===== src/rtl/baudgen_pkg.sv =====
package baudgen_pkg;
  typedef enum logic {
    PRE_DIV1 = 1'b0,
    PRE_DIVN = 1'b1
  } pre_mode_e;

  localparam int unsigned CTRL_PRE_BIT = 0;
endpackage


===== src/rtl/bg_regs.sv =====
module bg_regs
  import baudgen_pkg::*;
#(
  parameter int DIV_W  = 16,
  parameter int BYTE_W = 8,
  parameter int ADDR_W = 2
) (
  input  logic              clk,
  input  logic              rst,
  input  logic              wr_en,
  input  logic [ADDR_W-1:0] wr_addr,
  input  logic [BYTE_W-1:0] wr_data,
  output logic [DIV_W-1:0]  div_eff,
  output pre_mode_e         pre_mode,
  output logic              reload
);
  localparam int NBYTES    = DIV_W / BYTE_W;
  localparam int CTRL_ADDR = NBYTES;

  logic [DIV_W-1:0] div_q;

  for (genvar g = 0; g < NBYTES; g++) begin : g_byte
    always_ff @(posedge clk) begin
      if (rst)
        div_q[g*BYTE_W +: BYTE_W] <= (g == 0) ? BYTE_W'(1) : '0;
      else if (wr_en && wr_addr == ADDR_W'(g))
        div_q[g*BYTE_W +: BYTE_W] <= wr_data;
    end
  end

  always_ff @(posedge clk) begin
    if (rst)
      pre_mode <= PRE_DIV1;
    else if (wr_en && wr_addr == ADDR_W'(CTRL_ADDR))
      pre_mode <= pre_mode_e'(wr_data[CTRL_PRE_BIT]);
  end

  assign div_eff = (div_q == '0) ? DIV_W'(1) : div_q;
  assign reload  = wr_en && (wr_addr <= ADDR_W'(CTRL_ADDR));

  // the divisor seen by the counter is never zero
  assert_div_nonzero_R7: assert property (@(posedge clk) disable iff (rst)
    div_eff != '0);

  // a write to the unused address changes no setting
  assert_rsvd_ignored_R9: assert property (@(posedge clk) disable iff (rst)
    (wr_en && wr_addr > ADDR_W'(CTRL_ADDR)) |=> ($stable(div_q) && $stable(pre_mode)));

  // a low-byte write keeps the upper byte
  assert_hi_kept_R5: assert property (@(posedge clk) disable iff (rst)
    (wr_en && wr_addr == ADDR_W'(0)) |=> $stable(div_q[DIV_W-1:BYTE_W]));
endmodule


===== src/rtl/bg_prescaler.sv =====
module bg_prescaler
  import baudgen_pkg::*;
#(
  parameter int PRE_DIV = 4
) (
  input  logic      clk,
  input  logic      rst,
  input  logic      clr,
  input  pre_mode_e mode,
  output logic      pre_en
);
  localparam int PCW = (PRE_DIV > 2) ? $clog2(PRE_DIV) : 1;
  localparam logic [PCW-1:0] LAST = PCW'(PRE_DIV - 1);

  logic [PCW-1:0] pcnt;

  always_ff @(posedge clk) begin
    if (rst || clr || mode == PRE_DIV1)
      pcnt <= '0;
    else if (pcnt == LAST)
      pcnt <= '0;
    else
      pcnt <= pcnt + PCW'(1);
  end

  assign pre_en = (mode == PRE_DIV1) || (pcnt == LAST);

  // in divide-by-N mode the prescaler steps by one on each cycle
  assert_pre_step_R4: assert property (@(posedge clk) disable iff (rst)
    (mode == PRE_DIVN && !clr && pcnt != LAST) |=> pcnt == $past(pcnt) + PCW'(1));
endmodule


===== src/rtl/bg_divcnt.sv =====
module bg_divcnt #(
  parameter int DIV_W = 16
) (
  input  logic             clk,
  input  logic             rst,
  input  logic             clr,
  input  logic             step,
  input  logic [DIV_W-1:0] limit,
  output logic             tick
);
  logic [DIV_W-1:0] dcnt;
  logic             at_end;

  assign at_end = (dcnt == limit - DIV_W'(1));

  always_ff @(posedge clk) begin
    if (rst || clr) begin
      dcnt <= '0;
      tick <= 1'b0;
    end else begin
      tick <= step && at_end;
      if (step)
        dcnt <= at_end ? '0 : dcnt + DIV_W'(1);
    end
  end

  // the count stays below the active divisor
  assert_cnt_bound_R3: assert property (@(posedge clk) disable iff (rst)
    dcnt < limit);

  // a reload leaves the counter at zero with the tick low
  assert_reload_quiet_R6: assert property (@(posedge clk) disable iff (rst)
    clr |=> (dcnt == '0 && !tick));
endmodule


===== src/rtl/sample_tick_gen.sv =====
module sample_tick_gen
  import baudgen_pkg::*;
#(
  parameter int DIV_W   = 16,
  parameter int BYTE_W  = 8,
  parameter int PRE_DIV = 4,
  parameter int ADDR_W  = 2
) (
  input  logic              clk,
  input  logic              rst,
  input  logic              wr_en,
  input  logic [ADDR_W-1:0] wr_addr,
  input  logic [BYTE_W-1:0] wr_data,
  output logic              tick
);
  logic [DIV_W-1:0] div_eff;
  pre_mode_e        pre_mode;
  logic             reload;
  logic             pre_en;

  bg_regs #(.DIV_W(DIV_W), .BYTE_W(BYTE_W), .ADDR_W(ADDR_W)) u_regs (
    .clk(clk), .rst(rst), .wr_en(wr_en), .wr_addr(wr_addr), .wr_data(wr_data),
    .div_eff(div_eff), .pre_mode(pre_mode), .reload(reload)
  );

  bg_prescaler #(.PRE_DIV(PRE_DIV)) u_pre (
    .clk(clk), .rst(rst), .clr(reload), .mode(pre_mode), .pre_en(pre_en)
  );

  bg_divcnt #(.DIV_W(DIV_W)) u_cnt (
    .clk(clk), .rst(rst), .clr(reload), .step(pre_en), .limit(div_eff), .tick(tick)
  );

  // no tick while reset is held
  assert_reset_quiet_R1: assert property (@(posedge clk)
    rst |=> !tick);

  // a tick is a single cycle unless the period is one cycle
  assert_tick_pulse_R2: assert property (@(posedge clk) disable iff (rst)
    (tick && !(pre_mode == PRE_DIV1 && div_eff == DIV_W'(1))) |=> !tick);
endmodule


===== config.mk =====
export PLATFORM = sky130hd
export DESIGN_NAME = sample_tick_gen
export DESIGN_NICKNAME = d
export VERILOG_FILES = /design/src/rtl/baudgen_pkg.sv /design/src/rtl/bg_regs.sv /design/src/rtl/bg_prescaler.sv /design/src/rtl/bg_divcnt.sv /design/src/rtl/sample_tick_gen.sv
export SDC_FILE = /design/constraint.sdc
export NUM_CORES = 1
export LEC_CHECK = 0
export BUFFER_PORTS_ARGS = -buffer_cell sky130_fd_sc_hd__buf_2
export CAP_MARGIN = 20
export CELL_PAD_IN_SITES_DETAIL_PLACEMENT = 0
export CELL_PAD_IN_SITES_GLOBAL_PLACEMENT = 2
export CORE_MARGIN = 2
export CORE_UTILIZATION = 33
export CTS_CLUSTER_SIZE = 20
export DETAILED_ROUTE_END_ITERATION = 8
export PLACE_DENSITY_LB_ADDON = 0.1
export REMOVE_ABC_BUFFERS = 1
export SYNTH_ARGS = -nofsm -noshare
export SYNTH_HDL_FRONTEND = slang
export SYNTH_SLANG_ARGS = --single-unit

===== constraint.sdc =====
create_clock -name clk -period 3.33 [get_ports clk]
set_input_delay 0.1665 -clock clk [delete_from_list [all_inputs] [get_ports clk]]
set_output_delay 0.1665 -clock clk [all_outputs]
set_load 0.02 [all_outputs]

* Word-level counts from Yosys, hierarchy flattened
Cells that the tools add are included.
Cells by class: $add $sub $neg 3, $lt $le $gt $ge 1, eq/ne operators 4, muxes and demuxes 2, bitwise operators 1, reductions and logical operators 11
Operators with widths (count):
- 16-bit two-way mux | 2
- 16-bit by 1-bit adder with 16-bit output (second input constant) | 1
- 16-bit equality test | 1
- 16-bit logical NOT | 1
- 16-bit by 1-bit subtractor with 16-bit output (second input constant) | 1
- 1-bit logical AND | 5
- 2-bit equality test (second input constant) | 2
- 1-bit logical OR | 3
- 2-bit by 1-bit adder with 2-bit output (second input constant) | 1
- 2-bit by 1-bit equality test with 1-bit output (second input constant) | 1
- 2-bit less-or-equal comparator (second input constant) | 1
- 2-bit logical NOT | 1
- 2-bit OR reduction | 1
- 1-bit NOT | 1
Storage, ports and cells: bits in registers 36, input bits 13, output and inout port bits 1, logic and storage cells 28

* Depth between registers and ports, before layout
depth in word-level cells 5, mapped depth 13, depth with buffers taken out 10

* Cells and area by module
From an unflattened synthesis, not the netlist that was laid out.
Second synthesis, totals: cells, all modules 254, area, all modules 2159.6 µm²
Modules (own cells, without submodules):
- bg_divcnt | instances 1, cells each 169, area each 1333.8 µm², sequential area each 340.3 µm²
- bg_regs | instances 1, cells each 79, area each 729.4 µm², sequential area each 340.3 µm²
- bg_prescaler | instances 1, cells each 6, area each 96.3 µm², sequential area each 40.0 µm²

* Least setup slack after synthesis
No wires, ideal clock.
path kind flip-flop to flip-flop, start register u_regs.div_q[11], end register u_cnt.dcnt[10], library setup time 137 ps, arrival time 3020 ps, required time 3193 ps, path slack 172 ps, cell stages (with the launch flop) 13, path buffers 2, period minus slack after synthesis 3158 ps, cells stage by stage dfxtp_1 buf_2 or4_4 nor4_2 a21oi_1 ha_1 nor2b_1 or3_1 a31oi_1 nand4b_1 nor4_4 buf_4 a211oi_1
On the way: longest elaborated chain between the ends 5
Ends and longest elaborated chain:
- from (decl) | line bg_regs.sv:20 | logic [DIV_W-1:0] div_q;
- from (signal, indexed assignment) | line bg_regs.sv:25 | div_q[g*BYTE_W +: BYTE_W] <= (g == 0) ? BYTE_W'(1) : '0;
- from (signal, indexed assignment) | line bg_regs.sv:27 | div_q[g*BYTE_W +: BYTE_W] <= wr_data;
- 16-bit logical NOT | line bg_regs.sv:38 | assign div_eff = (div_q == '0) ? DIV_W'(1) : div_q;
- 16-bit two-way mux (*) | line bg_regs.sv:38
- 16-bit by 1-bit subtractor with 16-bit output (*) | line bg_divcnt.sv:14 | assign at_end = (dcnt == limit - DIV_W'(1));
- 16-bit equality test (*) | line bg_divcnt.sv:14
- 16-bit two-way mux (*) | line bg_divcnt.sv:23 | dcnt <= at_end ? '0 : dcnt + DIV_W'(1);
- to (signal assigned) | line bg_divcnt.sv:23
- to (decl) | line bg_divcnt.sv:11 | logic [DIV_W-1:0] dcnt;
Mark *: on every way between the ends. The rest lies on a longest branch, timed or not. A chain may end at the register's enable or synchronous reset.

* Worst setup path after layout
start register u_regs.div_q[11], end register u_cnt.dcnt[9]
Same word-level chain as after synthesis.

==> results.toml <==
[logic_synthesis]
compound_gate_fraction_of_synth_area = 0.176
share_of_synthesized_cell_area_in_full_adder_half_adder_and_majority_cells = 0.0162
number_of_flops_mapped_to_enable_cells_by_yosys = 0
synthSimpleGateAreaFrac = 0.291
synthesis.area_per_instance_um2 = 8.33
synthCells = 278
yosysSeqAreaShare = 0.311
yosysUniqueCellTypes = 57
synthFlopType = "sky130_fd_sc_hd__dfxtp_1"
synth-seq-cells = 36
synth_top_family_by_area = "simple AND/OR/NAND/NOR gates"
ys.warnings.count = 0
async_set_or_reset_flop_fraction_in_the_synthesized_netlist = 0
synth_xor_xnor_area_share = 0.0946
synthMuxAreaShare = 0.0605
syn_area_um2 = 2310

[detailed_routing]
post-route-drc-count = 0
dr_total_vias = 2059
detail_route.wirelength_um = 6190
drt_pre_antenna_iters = 4
drtIter0Drc = 91
routed_wire_length_per_instance_um = 15.6
drtAntennaViolNets = 0
routed_via_density = 5.19

[clock_tree]
postCtsSetupRepairBufs = 0
clk_latency_ns = 0.29
cts_made_buffers = 5
cts_max_path_buffers = 2
tritoncts = "yes"
clock_tree.htree_level_count = 2
clkSlewWorstSetupHoldPaths_ns = 0.07
clock_sink_count = 36
ctsRootBufferMaster = "sky130_fd_sc_hd__clkbuf_8"

[global_routing]
grtUsageTotal = 0.175
globalRouteMet1Util = 0.248
grt_pass1_vias = 2003
grt.met3_usage = 0.0254
global_route_wire_length_before_repair_um = 10400
global_route_track_usage_on_met2 = 0.281
antenna_found_initial = 0
grt-ovfl-total = 0
gr-max-usage-layer = "met2"
grt_start_max_net_pins = 20

[floorplanning]
ioPinCount = 14
start_util = 0.341
core.rowCount = 30
dieWidth_um = 87.8
placeableCoreArea_um2 = 6790
die_area_um2 = 7700
die_height_um = 87.8

[setup_path]
setup.worst_path.end_class = "register"
critical_path.max_fanout = 16
timing_worst_setup_path_type = "reg -> reg"
timing.critical_path.cells = "or4_4, nor4_4, a21oi_1, ha_1, nor4b_1, buf_4, and3_1, a221oi_1, nand4b_1, nor4_4, buf_12, a211oi_1"
crit_path_required_time_ns = 3.47
reg2reg_slack_ns = 0.21
worst-endpoint-arrival_ns = 3.26
cp_peak_stage_delay_ns = 0.56
number_of_buffers_and_inverters_on_the_critical_path = 2
critical_path.slowest_cell = "sky130_fd_sc_hd__or4_4"
timing.critical_path.from_type = "register"
critical_path.top_delay_family = "simple AND/OR/NAND/NOR gates"
cp_common_cell = "sky130_fd_sc_hd__nor4_4"

[layout]
final_layout_size_suffix_gt1_frac = 0.176
fillCellCount = 719
area_delta_synth_final_pct = 16.7
final_net_count = 317
layout_commonest_cell = "sky130_fd_sc_hd__nor2_1"
area_of_combinational_cells_with_multiple_inputs_um2 = 1490
ff_latch_area_um2 = 721
num_antenna_cells = 0
most-common-layout-cells = "37 x sky130_fd_sc_hd__nor2_1, 36 x sky130_fd_sc_hd__dfxtp_1, 22 x sky130_fd_sc_hd__buf_4, 15 x sky130_fd_sc_hd__a211oi_1"

[timing]
final.min_clock_period_ns = 3.12
slew_headroom = 0.583
setup-tns-final_ns = 0
timing.fmax_mhz = 321
fin_hold_ws_ns = 0.125
rsz0062_at_grt = "no"
timing.final.hold_violations = 0
layout_setup_ws_ns = 0.210
final-max-slew-violation-count = 0
worstMarginPinSlew_ns = 0.625
finalSetupViolations = 0
fin_crit_sh = 0.937
timing.clock.skew_ns = 0.00704

[pwr]
worst_case_vdd_ir_drop_v = 0.000159
finalPower_w = 0.00101
power_density_nw_per_um2 = 373
power_leakage_nw = 1.09

[run]
cap_violations = 0

[placed_design]
place_hpwl_um = 4830
io_buffer_count = 13
dpl_worst_slack_ns = 0.106
routabilityCongestion = 0.827

[outcome]
run_status = "finished clean"

[hold_path]
hold_path.class = "in -> reg"
[worst paths after layout]
check | from | endpoint | depth (start not counted)
worst min-delay path | wr_data[0] | u_regs.div_q[0]$_SDFFE_PP1P_ | 2
worst max register to register | u_regs.div_q[11]$_SDFFE_PP0P_ | u_cnt.dcnt[9]$_SDFFE_PP0P_ | 12
worst max-delay path | u_regs.div_q[11]$_SDFFE_PP0P_ | u_cnt.dcnt[9]$_SDFFE_PP0P_ | 12
worst min register to register | u_pre.pcnt[0]$_SDFF_PP0_ | u_pre.pcnt[0]$_SDFF_PP0_ | 1
[cell type report]
cell class | instances | area share
Clock buffer | 7 | 0.0357
Tap cell | 96 | 0.0445
Multi-Input combinational cell | 215 | 0.551
Inverter | 7 | 0.00973
Timing Repair Buffer | 36 | 0.0926
Sequential cell | 36 | 0.267
[registers in the layout, summed over array words and instances, names as in the netlist]
signal / count
u_cnt.dcnt: 16
u_pre.pcnt: 2
u_regs.div_q: 16
u_regs.pre_mode: 1
u_cnt.tick: 1
[cells in the mapped netlist, types with 5 or more instances]
library cell               instances  area (um2)
sky130_fd_sc_hd__a211oi_1         15         113
sky130_fd_sc_hd__a21oi_1           5        25.0
sky130_fd_sc_hd__and3_1            8        50.1
sky130_fd_sc_hd__clkbuf_1         12        45.0
sky130_fd_sc_hd__dfxtp_1          36         721
sky130_fd_sc_hd__inv_1             7        26.3
sky130_fd_sc_hd__mux2i_1          14         140
sky130_fd_sc_hd__nand2_1          14        52.6
sky130_fd_sc_hd__nand3_1           7        35.0
sky130_fd_sc_hd__nand4_1           5        31.3
sky130_fd_sc_hd__nor2_1           38         143
sky130_fd_sc_hd__nor2b_1           6        37.5
sky130_fd_sc_hd__nor3_1            8        40.0
sky130_fd_sc_hd__or3_1             6        37.5
sky130_fd_sc_hd__xnor2_1          13         114
sky130_fd_sc_hd__xor2_1           12         105
[cell families (layout without fill, tap and decap cells)]
kind of cell	Yosys count	in the layout
AOI/OAI and AO/OA	54	54
xor gates and xnor gates	25	25
adders and majority gates	3	3
buffers and inverters	27	50
DFF	36	36
muxes	14	14
and+or+nand+nor	119	119
[through the flow]
step,utilization,instance area [um2],instances
floorplan,-,2220,258
global route,0.398,2700,397
detailed placement,0.382,2590,390
CTS,0.396,2690,397
global placement,0.382,2590,390
finish,0.398,2700,397
[layer usage]
layer / wire, um / share of wire
met5: 0 / 0
met2: 2790 / 0.45
met3: 188 / 0.030
met4: 57 / 0.0092
met1: 3160 / 0.51
[what timing repair did]
action | in CTS | in global routing
endpoints found under the setup margin | 0 | 17
resized for setup | 0 | 3
hold buffers | 0 | 0
[power breakdown]
group | total, W | leakage (nW) | switching (W) | internal [W]
Sequential | 0.000454 | 0.292 | 0.0000118 | 0.000442
Combinational | 0.000219 | 0.744 | 0.000121 | 0.0000984
Clock | 0.000336 | 0.0503 | 0.000152 | 0.000184
Total | 0.00101 | 1.09 | 0.000284 | 0.000725
Power figures use the tool's default switching activity.
